==> src/rtl/ps_cfg_host.sv <==
module ps_cfg_host #(
  parameter int T_CFG    = 63,
  parameter int T_SAMPLE = 63,
  parameter int T_TO     = 28750,
  parameter int T_ST2CK  = 8,
  parameter int T_CH     = 2,
  parameter int T_CL     = 2,
  parameter int N_INIT   = 8,
  parameter int N_RETRY  = 2
) (
  input  logic       clk,
  input  logic       rst_n,
  input  logic       start,
  input  logic [7:0] in_data,
  input  logic       in_valid,
  input  logic       in_last,
  output logic       in_ready,
  output logic       cfg_req_n,
  input  logic       tgt_status,
  input  logic       tgt_done,
  output logic       ser_clk,
  output logic       ser_data,
  output logic       cfg_ok,
  output logic       err_timeout,
  output logic       err_abort,
  output logic       err_incomplete
);
  localparam int CW = $clog2(T_TO + T_CFG + T_SAMPLE + T_ST2CK + T_CH + T_CL + 2);
  localparam int RW = $clog2(N_RETRY + 2);
  localparam int IW = $clog2(N_INIT + 2);

  typedef enum logic [3:0] {
    S_IDLE, S_REQ, S_WAIT, S_GAP, S_LOAD, S_LO, S_HI, S_END, S_ILO, S_IHI, S_FIN
  } state_t;

  state_t         st;
  logic [CW-1:0]  cnt;
  logic [2:0]     bitn;
  logic [6:0]     shreg;
  logic           last_q;
  logic [RW-1:0]  tries;
  logic [IW-1:0]  icnt;

  wire shifting  = (st == S_LOAD) || (st == S_LO) || (st == S_HI);
  wire drop      = shifting && !tgt_status;
  wire can_start = start && ((st == S_IDLE) || (st == S_FIN));
  wire cl_end    = cnt == CW'(T_CL - 1);
  wire ch_end    = cnt == CW'(T_CH - 1);

  assign in_ready = (st == S_LOAD);

  always_ff @(posedge clk or negedge rst_n) begin
    if (!rst_n) begin
      st             <= S_IDLE;
      cnt            <= '0;
      bitn           <= '0;
      shreg          <= '0;
      last_q         <= 1'b0;
      tries          <= '0;
      icnt           <= '0;
      cfg_req_n      <= 1'b1;
      ser_clk        <= 1'b0;
      ser_data       <= 1'b0;
      cfg_ok         <= 1'b0;
      err_timeout    <= 1'b0;
      err_abort      <= 1'b0;
      err_incomplete <= 1'b0;
    end else if (can_start) begin
      st             <= S_REQ;
      cnt            <= '0;
      tries          <= '0;
      cfg_req_n      <= 1'b0;
      ser_clk        <= 1'b0;
      ser_data       <= 1'b0;
      cfg_ok         <= 1'b0;
      err_timeout    <= 1'b0;
      err_abort      <= 1'b0;
      err_incomplete <= 1'b0;
    end else if (drop) begin
      err_abort <= 1'b1;
      ser_clk   <= 1'b0;
      ser_data  <= 1'b0;
      cnt       <= '0;
      if (tries < RW'(N_RETRY)) begin
        tries     <= tries + RW'(1);
        cfg_req_n <= 1'b0;
        st        <= S_REQ;
      end else begin
        st <= S_IDLE;
      end
    end else if (tgt_done && ((st == S_LOAD) || (st == S_LO) || (st == S_END))) begin
      ser_data <= 1'b0;
      ser_clk  <= 1'b0;
      cnt      <= '0;
      icnt     <= '0;
      st       <= (N_INIT == 0) ? S_FIN : S_ILO;
      cfg_ok   <= (N_INIT == 0);
    end else begin
      case (st)
        S_REQ: begin
          cnt <= cnt + CW'(1);
          if (cnt == CW'(T_CFG - 1)) begin
            cfg_req_n <= 1'b1;
            st        <= S_WAIT;
          end
        end
        S_WAIT: begin
          cnt <= cnt + CW'(1);
          if (cnt >= CW'(T_SAMPLE) && tgt_status) begin
            cnt <= '0;
            st  <= S_GAP;
          end else if (cnt >= CW'(T_TO - 1)) begin
            err_timeout <= 1'b1;
            st          <= S_IDLE;
          end
        end
        S_GAP: begin
          cnt <= cnt + CW'(1);
          if (cnt >= CW'(T_ST2CK - 1)) st <= S_LOAD;
        end
        S_LOAD: begin
          if (in_valid) begin
            ser_data <= in_data[0];
            shreg    <= in_data[7:1];
            last_q   <= in_last;
            bitn     <= '0;
            cnt      <= '0;
            st       <= S_LO;
          end
        end
        S_LO: begin
          cnt <= cnt + CW'(1);
          if (cl_end) begin
            cnt     <= '0;
            ser_clk <= 1'b1;
            st      <= S_HI;
          end
        end
        S_HI: begin
          cnt <= cnt + CW'(1);
          if (ch_end) begin
            cnt     <= '0;
            ser_clk <= 1'b0;
            if (bitn == 3'd7) begin
              st <= last_q ? S_END : S_LOAD;
            end else begin
              bitn     <= bitn + 3'd1;
              ser_data <= shreg[0];
              shreg    <= shreg >> 1;
              st       <= S_LO;
            end
          end
        end
        S_END: begin
          ser_data       <= 1'b0;
          err_incomplete <= 1'b1;
          st             <= S_IDLE;
        end
        S_ILO: begin
          cnt <= cnt + CW'(1);
          if (cl_end) begin
            cnt     <= '0;
            ser_clk <= 1'b1;
            st      <= S_IHI;
          end
        end
        S_IHI: begin
          cnt <= cnt + CW'(1);
          if (ch_end) begin
            cnt     <= '0;
            ser_clk <= 1'b0;
            if (icnt == IW'(N_INIT - 1)) begin
              cfg_ok <= 1'b1;
              st     <= S_FIN;
            end else begin
              icnt <= icnt + IW'(1);
              st   <= S_ILO;
            end
          end
        end
        default: ;
      endcase
    end
  end
endmodule

==> config.mk <==
export PLATFORM = sky130hd
export DESIGN_NAME = ps_cfg_host
export DESIGN_NICKNAME = d
export VERILOG_FILES = /design/src/rtl/ps_cfg_host.sv
export SDC_FILE = /design/constraint.sdc
export NUM_CORES = 1
export LEC_CHECK = 0
export BUFFER_PORTS_ARGS = -buffer_cell sky130_fd_sc_hd__buf_4
export CORE_ASPECT_RATIO = 1.4
export CORE_MARGIN = 3
export CORE_UTILIZATION = 35
export DETAILED_ROUTE_END_ITERATION = 6
export HOLD_SLACK_MARGIN = 0.02
export SYNTH_ARGS = -nofsm -noshare
export SYNTH_HDL_FRONTEND = slang
export SYNTH_SLANG_ARGS = --single-unit
==> constraint.sdc <==
create_clock -name clk -period 3.4 [get_ports clk]
set_clock_uncertainty 0.15 [all_clocks]
set_input_delay 0.17 -clock clk [delete_from_list [all_inputs] [get_ports clk]]
set_output_delay 0.17 -clock clk [all_outputs]
set_load 0.1 [all_outputs]
Yosys cells after proc, flatten, opt, wreduce, memory -nomap -nowiden. Index checks and enable logic that the tools add are counted.

Bits in read-only memories: 0. Bits in writable memories: 0. Output and inout bits: 8. Latch bits: 0. Input port bits: 15. Register bits: 43. Memories: 0. Logic and storage cells: 178.

Equality and inequality tests: 34. Divide/modulo/power cells: 0. Order comparisons: 4. Mux-type cells: 76. Shift operators: 0. Reduce and logical (&&, ||, !) cells: 43. Bitwise gates (word level): 3. $add $sub $neg: 4. Multiply operators: 0.

Operator list (count): $mux W15 (6); $mux W4 (16); $pmux W15 S4 (1); $mux W1 (36); $pmux W4 S9 (1); $ne A5 B5 Y1 const B (5); $mux W7 (3); $eq A4 B3 Y1 const B (5); $reduce_bool A2 Y1 (8); $add A15 B1 Y15 const B (1); $eq A15 B1 Y1 const B (1); $eq A15 B6 Y1 const B (1); $ge A15 B15 Y1 const B (1); $ge A15 B3 Y1 const B (1); $ge A15 B6 Y1 const B (1); $reduce_and A5 Y1 (3); $reduce_bool A3 Y1 (5); $pmux W7 S2 (1); $eq A4 B4 Y1 const B (3); $mux W2 (6); $ne A2 B2 Y1 const B (6); $reduce_and A4 Y1 (3); $reduce_bool A12 Y1 (1); $ne A5 B1 Y1 const B (2); 31 further kinds (47).

Logic depth before layout (Yosys ltp). Gate-level depths: netlist (run 1).

Depth after elaboration: 7. Depth in mapped cells: 9. Gate-level depth less buffers: 8.

Least setup slack after synthesis (run 1). No wires, ideal clock.

Path type: register -> output. Start point: reg st[1]. End point: out in_ready. Setup slack: 0.081 ns. Stages on the path, launching flop included: 5. Arrival time: 2.999 ns. Path buffers: 3. Data required time: 3.080 ns. Cell sequence: dfrtp_1 buf_4 clkbuf_1 clkbuf_1 nor3_1.

Cells in the longest elaborated chain, start to end: 1.

Ends and longest elaborated chain: from (decl) (line 36) `state_t st;`; from (signal assigned) (line 96) `st <= (N_INIT == 0) ? S_FIN : S_ILO;`; from (signal assigned) (line 145) `st <= last_q ? S_END : S_LOAD;`; $eq A4 B3 Y1 (line 50) `assign in_ready = (st == S_LOAD);`; to (decl) (line 17) `output logic in_ready,`.

Every way passes these cells.

Worst setup path in the final report (run 1).
Start point: reg st[3]. End point: reg st[1].

Cells in the longest elaborated chain, start to end: 7. Elaborated cells between the ends (all ways): 32. Classes of those cells: 18 x eq/ne; 4 x mux; 10 x reduce/logical.

Ends and longest elaborated chain: branches (longest 7 deep; another with $reduce_and A9 Y1).

Parallel ways; which one is timed is not known. A chain may end at the register's enable or synchronous reset.

==> metrics.md, run 1 <==
| Metric | Value |
|---|---|
| Cell depth of the worst flop-to-flop path | 6 |
| Initial antenna violation count | 0 |
| CP Data Required Time | roughly 3.5 ns |
| DIE AREA | 0.009240 mm² |
| Filler cells | 827 |
| Routability cong. | 0.8913 |
| CP arrival | around 3.0 ns |
| Relative slew margins | a little under 40% |
| Clk buf depth | 2 |
| Max stage delay cell, worst path | dfrtp_1 |
| Pins Over Slew Limit | 0 |
| Slowest stage delay, CP | 0.70 ns |
| Pleak | between 0.001 and 0.0015 µW |
| Die height | around 110 µm |
| DRT iter0 DRCs | 180 |
| CP startpoint kind | register |
| Layout Utilization | 42.25% |
| Clk root buf | clkbuf_8 |
| Core Footprint | 0.007797 mm² |
| Most common cell after layout, fill and taps aside | nand2_1 |
| Kind of critical path | register to register |
| Effective utilization at floorplan | 36.39% |
| Synth Instances | 338 |
| Min-Delay Endpoint | shreg[2] |
| Flops & latches, synth | 43 |
| P_sw | ~1400 µW |
| Main synth FF type | dfrtp_1 |
| # port buffers | 22 |
| H-tree levels | 2 |
| RSZ-0062 raised after global routing | no |
| RR Endpoint | st[1] |
| Worst min path class | input port to register |
| Number of diodes | 0 |
| Internal power | 1535 µW |
| Mean Syn Cell Area | 8.396 µm² |
| Nets@finish | around 390 |
| Worst r2r src | st[3] |
| Clock power share | 16.4% |
| Avg WL per Cell | 16.24 µm |
| Vias in the first global route | 2585 |
| Clock Sinks | between 40 and 50 |
| Synth cell types | 65 |
| CTS tree | done |
| R2r setup slk | 0.48 ns |
| Worst slew pin tran | around 0.9 ns |
| Hold path startpoint | in_data[3] |
| Routed Antenna Nets | 0 |
| Vias per cell | 5.731 |
| Post-DP HPWL | 5526 µm |
| Post-Synth Adder-Cell Area | about 2.6% |
| Period minus WS final | 2.920 ns |
| Row count | 38 |
| Clock latency on the worst-skew pair | about 0.3 ns |
| Sw Share | 47.87% |
| P&R area growth vs syn | 16.09% |
| GR Overflow Total | 0 |
| Syn nets | 359 |
| Post-Syn Area | 0.002838 mm² |
| Synth async-reset ratio | 100.0% |
| Crit share post-route | 85.88% |
| CP Capture Type | register |
| CTS buffer count | 5 |
| Tot Pwr | 2945 µW |
| Seq/Total Area, Yosys | between 30% and 40% |
| Final hold violations | 0 |
| Main combinational cell family by area after synthesis | simple AND/OR/NAND/NOR gates |
| Peak Freq | 0.3425 GHz |
| Post-Synth XOR/XNOR Area | 0.9259% |
| Top-Level Pins | 23 |
| Most frequent cells in the layout | nand2_1 (44), dfrtp_1 (42), buf_4 (33) |
| Synth Area in Compound Gates | 18.83% |
| Drt pass-1 iters | 4 |
| Setup TNS after final layout | 0 ns |
| CP max FO | 19 |
| Share of post-route cells with drive strength above 1 | 15.07% |
| Cell depth of the worst min-delay path | 3 |
| Part of the power in registers | 29.1% |
| Die width | 82.10 µm |
| DR DRC count | 0 |
| Crit-path cells | xor2_1 > or3_1 > o21ai_1 > nor2_1 > a211oi_1 > mux2_2 |
| Simple-Gate Fraction of Synth Area | 30.60% |
| Max cap viols | 0 |
| Tot GR Track Use | 17.17% |
| Pwr/cell area | between 800 and 900 mW/mm² |
| EDFF count, synth | 0 |
| Synth warnings | 0 |
| CTS resizes | 0 |
| Power share of the combinational group | 54.6% |
| Multiplexer area fraction after synthesis | under 10% |
| Setup-failing EPs final | 0 |
| Worst VDD drop | 0.3820 mV |
| First-pass GRT wire length | 12500 µm |
| Largest net degree at the start of global routing | 44 |
| DR vias | 2665 |
| Final WL | approximately 7600 µm |
| Clock transition at the registers of the reported paths | 0.09 ns |
| Outcome | completed |
[cell usage after synthesis, drive strengths merged, types with 7 or more instances]
library cell / number / area (µm²)
nand3: 25 / 125.1
dfrtp: 42 / 1051
nand4: 9 / 62.56
mux2i: 7 / 70.07
clkbuf: 13 / 48.80
nand2: 44 / 165.2
o21ai: 30 / 150.1
nor2: 26 / 97.59
nor3: 8 / 45.04
or3: 13 / 81.33
inv: 9 / 33.78
buf: 8 / 70.06
a21oi: 17 / 85.08
[kinds of logic after synthesis]
family	after synthesis
muxes	10
buffers and inverters	30
DFF	43
and+or+nand+nor	165
xor gates and xnor gates	3
adders and majority gates	6
AOI/OAI and AO/OA	81
[through the flow]
step | instances | worst slack (ns) | hold WS (ns) | area, µm²
after floorplan | 338 | 0.08122 | -0.2756 | 2838
after global placement | 450 | 0.5815 | 0.05503 | 3092
after detailed placement | 450 | 0.5238 | 0.05985 | 3092
after CTS | 465 | 0.5013 | 0.02937 | 3294
after global routing | 465 | 0.2873 | 0.03779 | 3294
final | 465 | 0.4801 | 0.03562 | 3294
[worst max-delay path by stage]
stage	start	endpoint	slack [ns]	cells after the start
floorplan	st[1]	in_ready	0.08	4
global placement	st[1]	cnt[2]	0.58	7
CTS	st[3]	st[1]	0.50	6
finish	st[3]	st[1]	0.48	6
detailed placement	st[3]	st[1]	0.52	6
global route	st[3]	st[1]	0.29	6
[registers in the layout (all words and copies together), names as in the netlist, 2 cells and up]
register	cells
icnt	4
st	4
cnt	15
tries	2
bitn	3
shreg	7
[power by group through the flow]
stage                     logic, µW  registers [µW]  clock network, µW
after floorplan                1120             925                  0
after global placement         1580             859                  0
after detailed placement       1590             866                  0
after CTS                      1610             856                493
after global routing           1760             890                511
final                          1610             857                482
[routing by layer]
layer	share of wire (%)	wire length, µm	global-route usage [%]	up-vias
met1	42	3149	20.53	1303
met4	3.0	225	6.541	0
met3	2.2	163	2.006	16
li1	-	-	-	1299
met2	53	4014	30.55	47
met5	0	0	0	-
[critical path, delay by kind of cell (launching register included)]
family	cells	cell delay (ns)
AOI/OAI and AO/OA	2	0.76
xor gates and xnor gates	1	0.17
DFF	1	0.70
muxes	1	0.38
and+or+nand+nor	2	0.65
[cell type report]
| cell class | count | area, µm² | area share [%] |
|---|---|---|---|
| clock buffers | 6 | 72.57 | 2.203 |
| flip-flops and latches | 43 | 1077 | 32.70 |
| clock inverters | 2 | 60.06 | 1.823 |
| repair buffers | 40 | 317.8 | 9.647 |
| well taps | 100 | 125.1 | 3.798 |
| multi-input cells | 265 | 1608 | 48.80 |
| inverters | 9 | 33.78 | 1.025 |
[timing repair]
item	in CTS	in global routing
setup buffers	0	0
hold endpoints to repair	48	0
hold buffers	7	0
No activity file was read; power rests on OpenSTA's default activity.
==> run 2, diff against run 1 <==
--- a/config.mk
+++ b/config.mk
@@ -6,11 +6,14 @@
 export NUM_CORES = 1
 export LEC_CHECK = 0
 export BUFFER_PORTS_ARGS = -buffer_cell sky130_fd_sc_hd__buf_4
+export CELL_PAD_IN_SITES_DETAIL_PLACEMENT = 1
+export CELL_PAD_IN_SITES_GLOBAL_PLACEMENT = 2
 export CORE_ASPECT_RATIO = 1.4
 export CORE_MARGIN = 3
 export CORE_UTILIZATION = 35
 export DETAILED_ROUTE_END_ITERATION = 6
 export HOLD_SLACK_MARGIN = 0.02
+export PLACE_DENSITY_LB_ADDON = 0.1
 export SYNTH_ARGS = -nofsm -noshare
 export SYNTH_HDL_FRONTEND = slang
 export SYNTH_SLANG_ARGS = --single-unit
==> run 2 against run 1 <==
Via count up 1.1%; power down 3.0%; setup slack better by 0.091 ns; critical endpoint unchanged; register-to-register slack better by 0.09 ns; critical path depth up 1; sequential power down 2%; sequential share of layout area about the same; final cell count up 1.1%; clock-buffer cell count unchanged; routed wire length up 13%; largest power group unchanged; sequential cell count unchanged; die area unchanged.
==> metrics.md, run 2 (synthesis results as in run 1) <==
| Metric | Value |
|---|---|
| Biggest regs | cnt x15, shreg x7 |
| Largest Register | cnt |
| Tot GR Track Use | 19.83% (+2.7 points) |
| Post-CTS Setup Bufs | 0 (unchanged) |
| Share of post-route cells with drive strength above 1 | 15.41% (+0.34 points) |
| CP Capture Type | register |
| Routability cong. | 0.8455 (-5.1%) |
| First-pass GRT wire length | 14150 µm (+13%) |
| Top-Level Pins | 23 (unchanged) |
| Clock transition at the registers of the reported paths | 0.09 ns (about the same) |
| Most common cell after layout, fill and taps aside | nand2_1 |
| Number of diodes | 0 (unchanged) |
| Setup-failing EPs final | 0 (unchanged) |
| RSZ-0062 raised after global routing | no |
| Clk buf depth | 2 (unchanged) |
| Clock Sinks | 43 (unchanged) |
| Nets@finish | 390 (+1.3%) |
| CP startpoint kind | register |
| Pins Over Slew Limit | 0 (unchanged) |
| Max reg flops | 15 (unchanged) |
| Clock latency on the worst-skew pair | 0.30 ns (about the same) |
| Effective utilization at floorplan | 36.39% (unchanged) |
| Max cap viols | 0 (unchanged) |
| H-tree levels | 2 (unchanged) |
| Die height | 112.5 µm (unchanged) |
| # port buffers | 22 (unchanged) |
| Drt pass-1 iters | 5 (+1) |
| Peak Freq | 0.3535 GHz (+3.2%) |
| Die width | 82.10 µm (unchanged) |
| P&R area growth vs syn | 16.01% (about the same) |
| GR Overflow Total | 0 (unchanged) |
| Largest net degree at the start of global routing | 44 (unchanged) |
| DRT iter0 DRCs | 131 (-27%) |
| Tot Pwr | 2855 µW (-3.0%) |
| Post-DP HPWL | 6219 µm (+13%) |
| Relative slew margins | 39.58% (+0.76 points) |
| CTS buffer count | 5 (unchanged) |
| Final Cell Area | 0.003292 mm² (about the same) |
| Initial antenna violation count | 0 (unchanged) |
| CTS tree | done |
| DR DRC count | 0 (unchanged) |
| DR vias | 2694 (+1.1%) |
| Final hold violations | 0 (unchanged) |
| Pwr/cell area | 867.4 mW/mm² (-3.0%) |
| CP arrival | 2.88 ns (-0.09 ns) |
| Core Footprint | 0.007797 mm² (unchanged) |
| Vias per cell | 5.732 (about the same) |
| Post-place instance area | 0.003107 mm² (+0.49%) |
| Kind of critical path | register to register |
| Pleak | 0.001447 µW (-0.14%) |
| Row count | 38 (unchanged) |
| Final WL | 8548 µm (+13%) |
| Routed Antenna Nets | 0 (unchanged) |
| Clk root buf | clkbuf_8 |
| Crit share post-route | 83.21% (-2.7 points) |
| Most frequent cells in the layout | nand2_1 (44), dfrtp_1 (42), buf_4 (35) |
| Worst VDD drop | 0.3638 mV (-4.8%) |
| Worst min path class | input port to register |
| Vias in the first global route | 2757 (+6.7%) |
| Setup TNS after final layout | 0 ns (unchanged) |
| Period minus WS final | 2.829 ns (-0.09092 ns) |
| Outcome | completed |
| CTS resizes | 0 (unchanged) |
| CP max FO | 7 (-12) |
| Worst slew pin tran | 0.8968 ns (-0.01126 ns) |
| DIE AREA | 0.009240 mm² (unchanged) |
| Avg WL per Cell | 18.19 µm (+12%) |
| CP Data Required Time | 3.45 ns (about the same) |
==> run 2: cell count changes in the layout (fill, tap and decap cells not counted) <==
cell,before,now
buf_4,33,35
bufinv_16,2,0
clkinv_2,0,1
clkinvlp_4,0,1
dlygate4sd3_1,7,10
==> run 2: layout make-up <==
| class | instances | area (µm²) |
|---|---|---|
| clock buffers | 6 | 72.57 |
| clock inverters | 2 | 12.51 |
| fillers | 947 | 4506 |
| inverters | 9 | 33.78 |
| multi-input cells | 265 | 1608 |
| flip-flops and latches | 43 | 1077 |
| well taps | 100 | 125.1 |
| repair buffers | 45 | 362.8 |
==> run 2: layer usage <==
metal / up-vias / routed length (µm) / track usage (%)
met5: - / 0 / 0
met3: 16 / 190 / 2.729
met1: 1332 / 3841 / 25.48
met2: 42 / 4257 / 32.97
li1: 1304 / - / -
met4: 0 / 260 / 7.761
==> run 2: metrics by stage <==
stage | setup WS, ns | std cells | util [%] | hold slack [ns]
2_1_floorplan | 0.08122 | 338 | - | -0.2756
3_3_place_gp | 0.6113 | 452 | 39.84 | 0.07064
3_5_place_dp | 0.6098 | 452 | 39.84 | 0.07315
4_1_cts | 0.5792 | 470 | 42.22 | 0.1475
5_1_grt | 0.3262 | 470 | 42.22 | 0.1752
6_report | 0.5710 | 470 | 42.22 | 0.1560
==> run 2: repair_timing <==
action	4_1_cts	5_1_grt
hold buffers	10	0
hold endpoints to repair	51	0
endpoints found under the setup margin	0	0
==> run 2: critical path: stages (launching register included) <==
cell and delay, ns:
dfrtp_1 0.48, ha_1 0.24, nor4b_1 0.41, and4_1 0.30, nor2_1 0.05, or3_1 0.39, a211oi_1 0.33, mux2_2 0.37
==> run 2: worst paths after layout <==
path                           from  depth (start not counted)  slack [ns]        to
setup / recovery             cnt[0]                          7        0.57     st[1]
hold / removal             tgt_done                          4        0.16   icnt[1]
setup reg to reg             cnt[0]                          7        0.57     st[1]
hold reg to reg            shreg[3]                          2        0.34  shreg[3]
max in group asynchronous     rst_n                          2        2.42  shreg[1]
min in group asynchronous     rst_n                          2        0.26   icnt[2]
==> run 2: report_power, final <==
part | switching (µW) | internal (µW)
combinational | 1080 | 594
sequential | 178 | 666
clock | 192 | 144
==> run 3, diff against run 2 <==
==> constraint.sdc (replaced) <==
create_clock -name clk -period 2.64 [get_ports clk]
set_clock_uncertainty 0.15 [all_clocks]
set_input_delay 0.132 -clock clk [delete_from_list [all_inputs] [get_ports clk]]
set_output_delay 0.132 -clock clk [all_outputs]
set_load 0.1 [all_outputs]
==> run 3 against run 2 <==
Core utilization grew 3.3 points; sequential power rose by 25%; clock power up 57%; die area stayed put; routed wire length is 2.2% higher; clock-buffer cell count up 1; first-iteration DRC count decreased by 38%; combinational power grew 48%; setup slack lost 0.46 ns; critical path type unchanged; highest routed layer unchanged.
==> metrics.md, run 3 (synthesis results as in run 1) <==
| Metric | Value |
|---|---|
| CTS tree | done |
| Vias per cell | 5.579 (-2.7%) |
| Largest net degree at the start of global routing | 44 (unchanged) |
| Pins Over Slew Limit | 0 (unchanged) |
| Period minus WS final | 2.534 ns (-0.2951 ns) |
| Tot Pwr | 4070 µW (+43%) |
| Post-DP HPWL | 6438 µm (+3.5%) |
| CTS buffer count | 5 (unchanged) |
| Post-CTS Setup Bufs | 0 (unchanged) |
| Cell depth of the worst flop-to-flop path | 7 (unchanged) |
| CP max FO | 17 (+10) |
| Vias in the first global route | 2888 (+4.8%) |
| H-tree levels | 2 (unchanged) |
| Routed Antenna Nets | 0 (unchanged) |
| Cell depth of the worst min-delay path | 4 (unchanged) |
| Most common cell after layout, fill and taps aside | buf_4 |
| Clock Sinks | 43 (unchanged) |
| CP Capture Type | register |
| CP arrival | 2.58 ns (-0.30 ns) |
| Worst VDD drop | 0.5559 mV (+53%) |
| P&R area growth vs syn | 25.00% |
| Largest Register | cnt |
| Max reg flops | 15 (unchanged) |
| Filler cells | 973 (+2.7%) |
| CP startpoint kind | register |
| DIE AREA | 0.009240 mm² (unchanged) |
| Most frequent cells in the layout | buf_4 (62), nand2_1 (44), dfrtp_1 (39) |
| Clock transition at the registers of the reported paths | 0.09 ns (about the same) |
| Kind of critical path | register to register |
| Setup TNS after final layout | 0 ns (unchanged) |
| Pwr/cell area | 1147 mW/mm² (+32%) |
| Row count | 38 (unchanged) |
| Avg WL per Cell | 17.58 µm (-3.4%) |
| GR Overflow Total | 0 (unchanged) |
| Clk root buf | clkbuf_8 |
| # port buffers | 22 (unchanged) |
| Die height | 112.5 µm (unchanged) |
| Core Footprint | 0.007797 mm² (unchanged) |
| Outcome | completed |
| Pleak | 0.001600 µW (+11%) |
| Die width | 82.10 µm (unchanged) |
| DRT iter0 DRCs | 81 (-38%) |
| Clock latency on the worst-skew pair | 0.30 ns (about the same) |
| Routability cong. | 0.8333 (-1.4%) |
| First-pass GRT wire length | 14620 µm (+3.3%) |
| DR vias | 2773 (+2.9%) |
| Share of post-route cells with drive strength above 1 | 22.67% (+7.3 points) |
| Final hold violations | 0 (unchanged) |
| Biggest regs | cnt x15, shreg x7 |
| CP Data Required Time | 2.68 ns (-0.77 ns) |
| Drt pass-1 iters | 4 (-1) |
| Tot GR Track Use | 20.31% (+0.48 points) |
| Multi-input gate area | 0.001635 mm² (+1.7%) |
| Top-Level Pins | 23 (unchanged) |
| FF/Latch Area | 0.001081 mm² (+0.35%) |
| Peak Freq | 0.3946 GHz (+12%) |
| RSZ-0062 raised after global routing | no |
| Setup-failing EPs final | 0 (unchanged) |
| Worst min path class | input port to register |
| Max cap viols | 0 (unchanged) |
| Number of diodes | 0 (unchanged) |
| Clk buf depth | 2 (unchanged) |
| Nets@finish | 417 (+6.9%) |
| DR DRC count | 0 (unchanged) |
| Worst slew pin tran | 0.6047 ns (-0.2921 ns) |
| Relative slew margins | 59.68% (+20 points) |
| Effective utilization at floorplan | 36.39% (unchanged) |
| Final WL | 8735 µm (+2.2%) |
| Crit share post-route | 95.98% (+13 points) |
| Initial antenna violation count | 0 (unchanged) |
[run 3: area by class of cell]
class	instances	share of cell area (%)
repair buffers	72	15.94
flip-flops and latches	43	30.48
well taps	100	3.527
inverters	9	0.9524
multi-input cells	265	46.10
clock inverters	1	0.8466
clock buffers	7	2.152
[run 3: per-layer routing]
layer | share of wire [%] | global-route usage (%) | wire [µm] | vias up
li1 | - | - | - | 1361
met1 | 44 | 25.47 | 3874 | 1368
met2 | 51 | 35.13 | 4465 | 30
met3 | 1.9 | 2.488 | 164 | 14
met4 | 2.6 | 6.984 | 231 | 0
met5 | 0 | 0 | 0 | -
[run 3: through the flow]
| stage | std cells | util, % | area [µm²] | setup WS (ns) | hold WS (ns) |
|---|---|---|---|---|---|
| finish | 497 | 45.49 | 3547 | 0.1061 | 0.1208 |
| global route | 497 | 45.49 | 3547 | 0.004630 | 0.1482 |
| CTS | 497 | 45.15 | 3521 | 0.001864 | 0.1142 |
| detailed placement | 479 | 42.51 | 3314 | 0.02499 | 0.03095 |
| global placement | 479 | 42.51 | 3314 | 0.09346 | 0.03206 |
| floorplan | 338 | - | 2843 | 0.1096 | -0.3136 |
[run 3: final timing paths]
check,startpoint,slack (ns),to
max,st[1],0.11,cnt[4]
min,in_data[0],0.12,ser_data
min in group asynchronous,rst_n,0.23,icnt[3]
max reg2reg,st[1],0.11,cnt[4]
max in group asynchronous,rst_n,1.69,st[3]
min reg2reg,shreg[2],0.34,shreg[2]
[run 3: report_power, final]
group	switching (µW)	internal (µW)
combinational	1500	990
sequential	189	862
clock	245	284
total	1930	2140
[run 3: critical path: stages, from the launching register on]
cell	delay, ns
dfrtp_1	0.49
buf_4	0.20
or4_1	0.52
and3_1	0.18
o31ai_2	0.27
buf_4	0.29
o21ai_0	0.12
a22o_1	0.20
[run 3: what timing repair did]
action                                  4_1_cts  5_1_grt
hold buffers                                 10        0
hold endpoints to repair                     51        0
gates resized for setup                       0        8
endpoints found under the setup margin        0       15
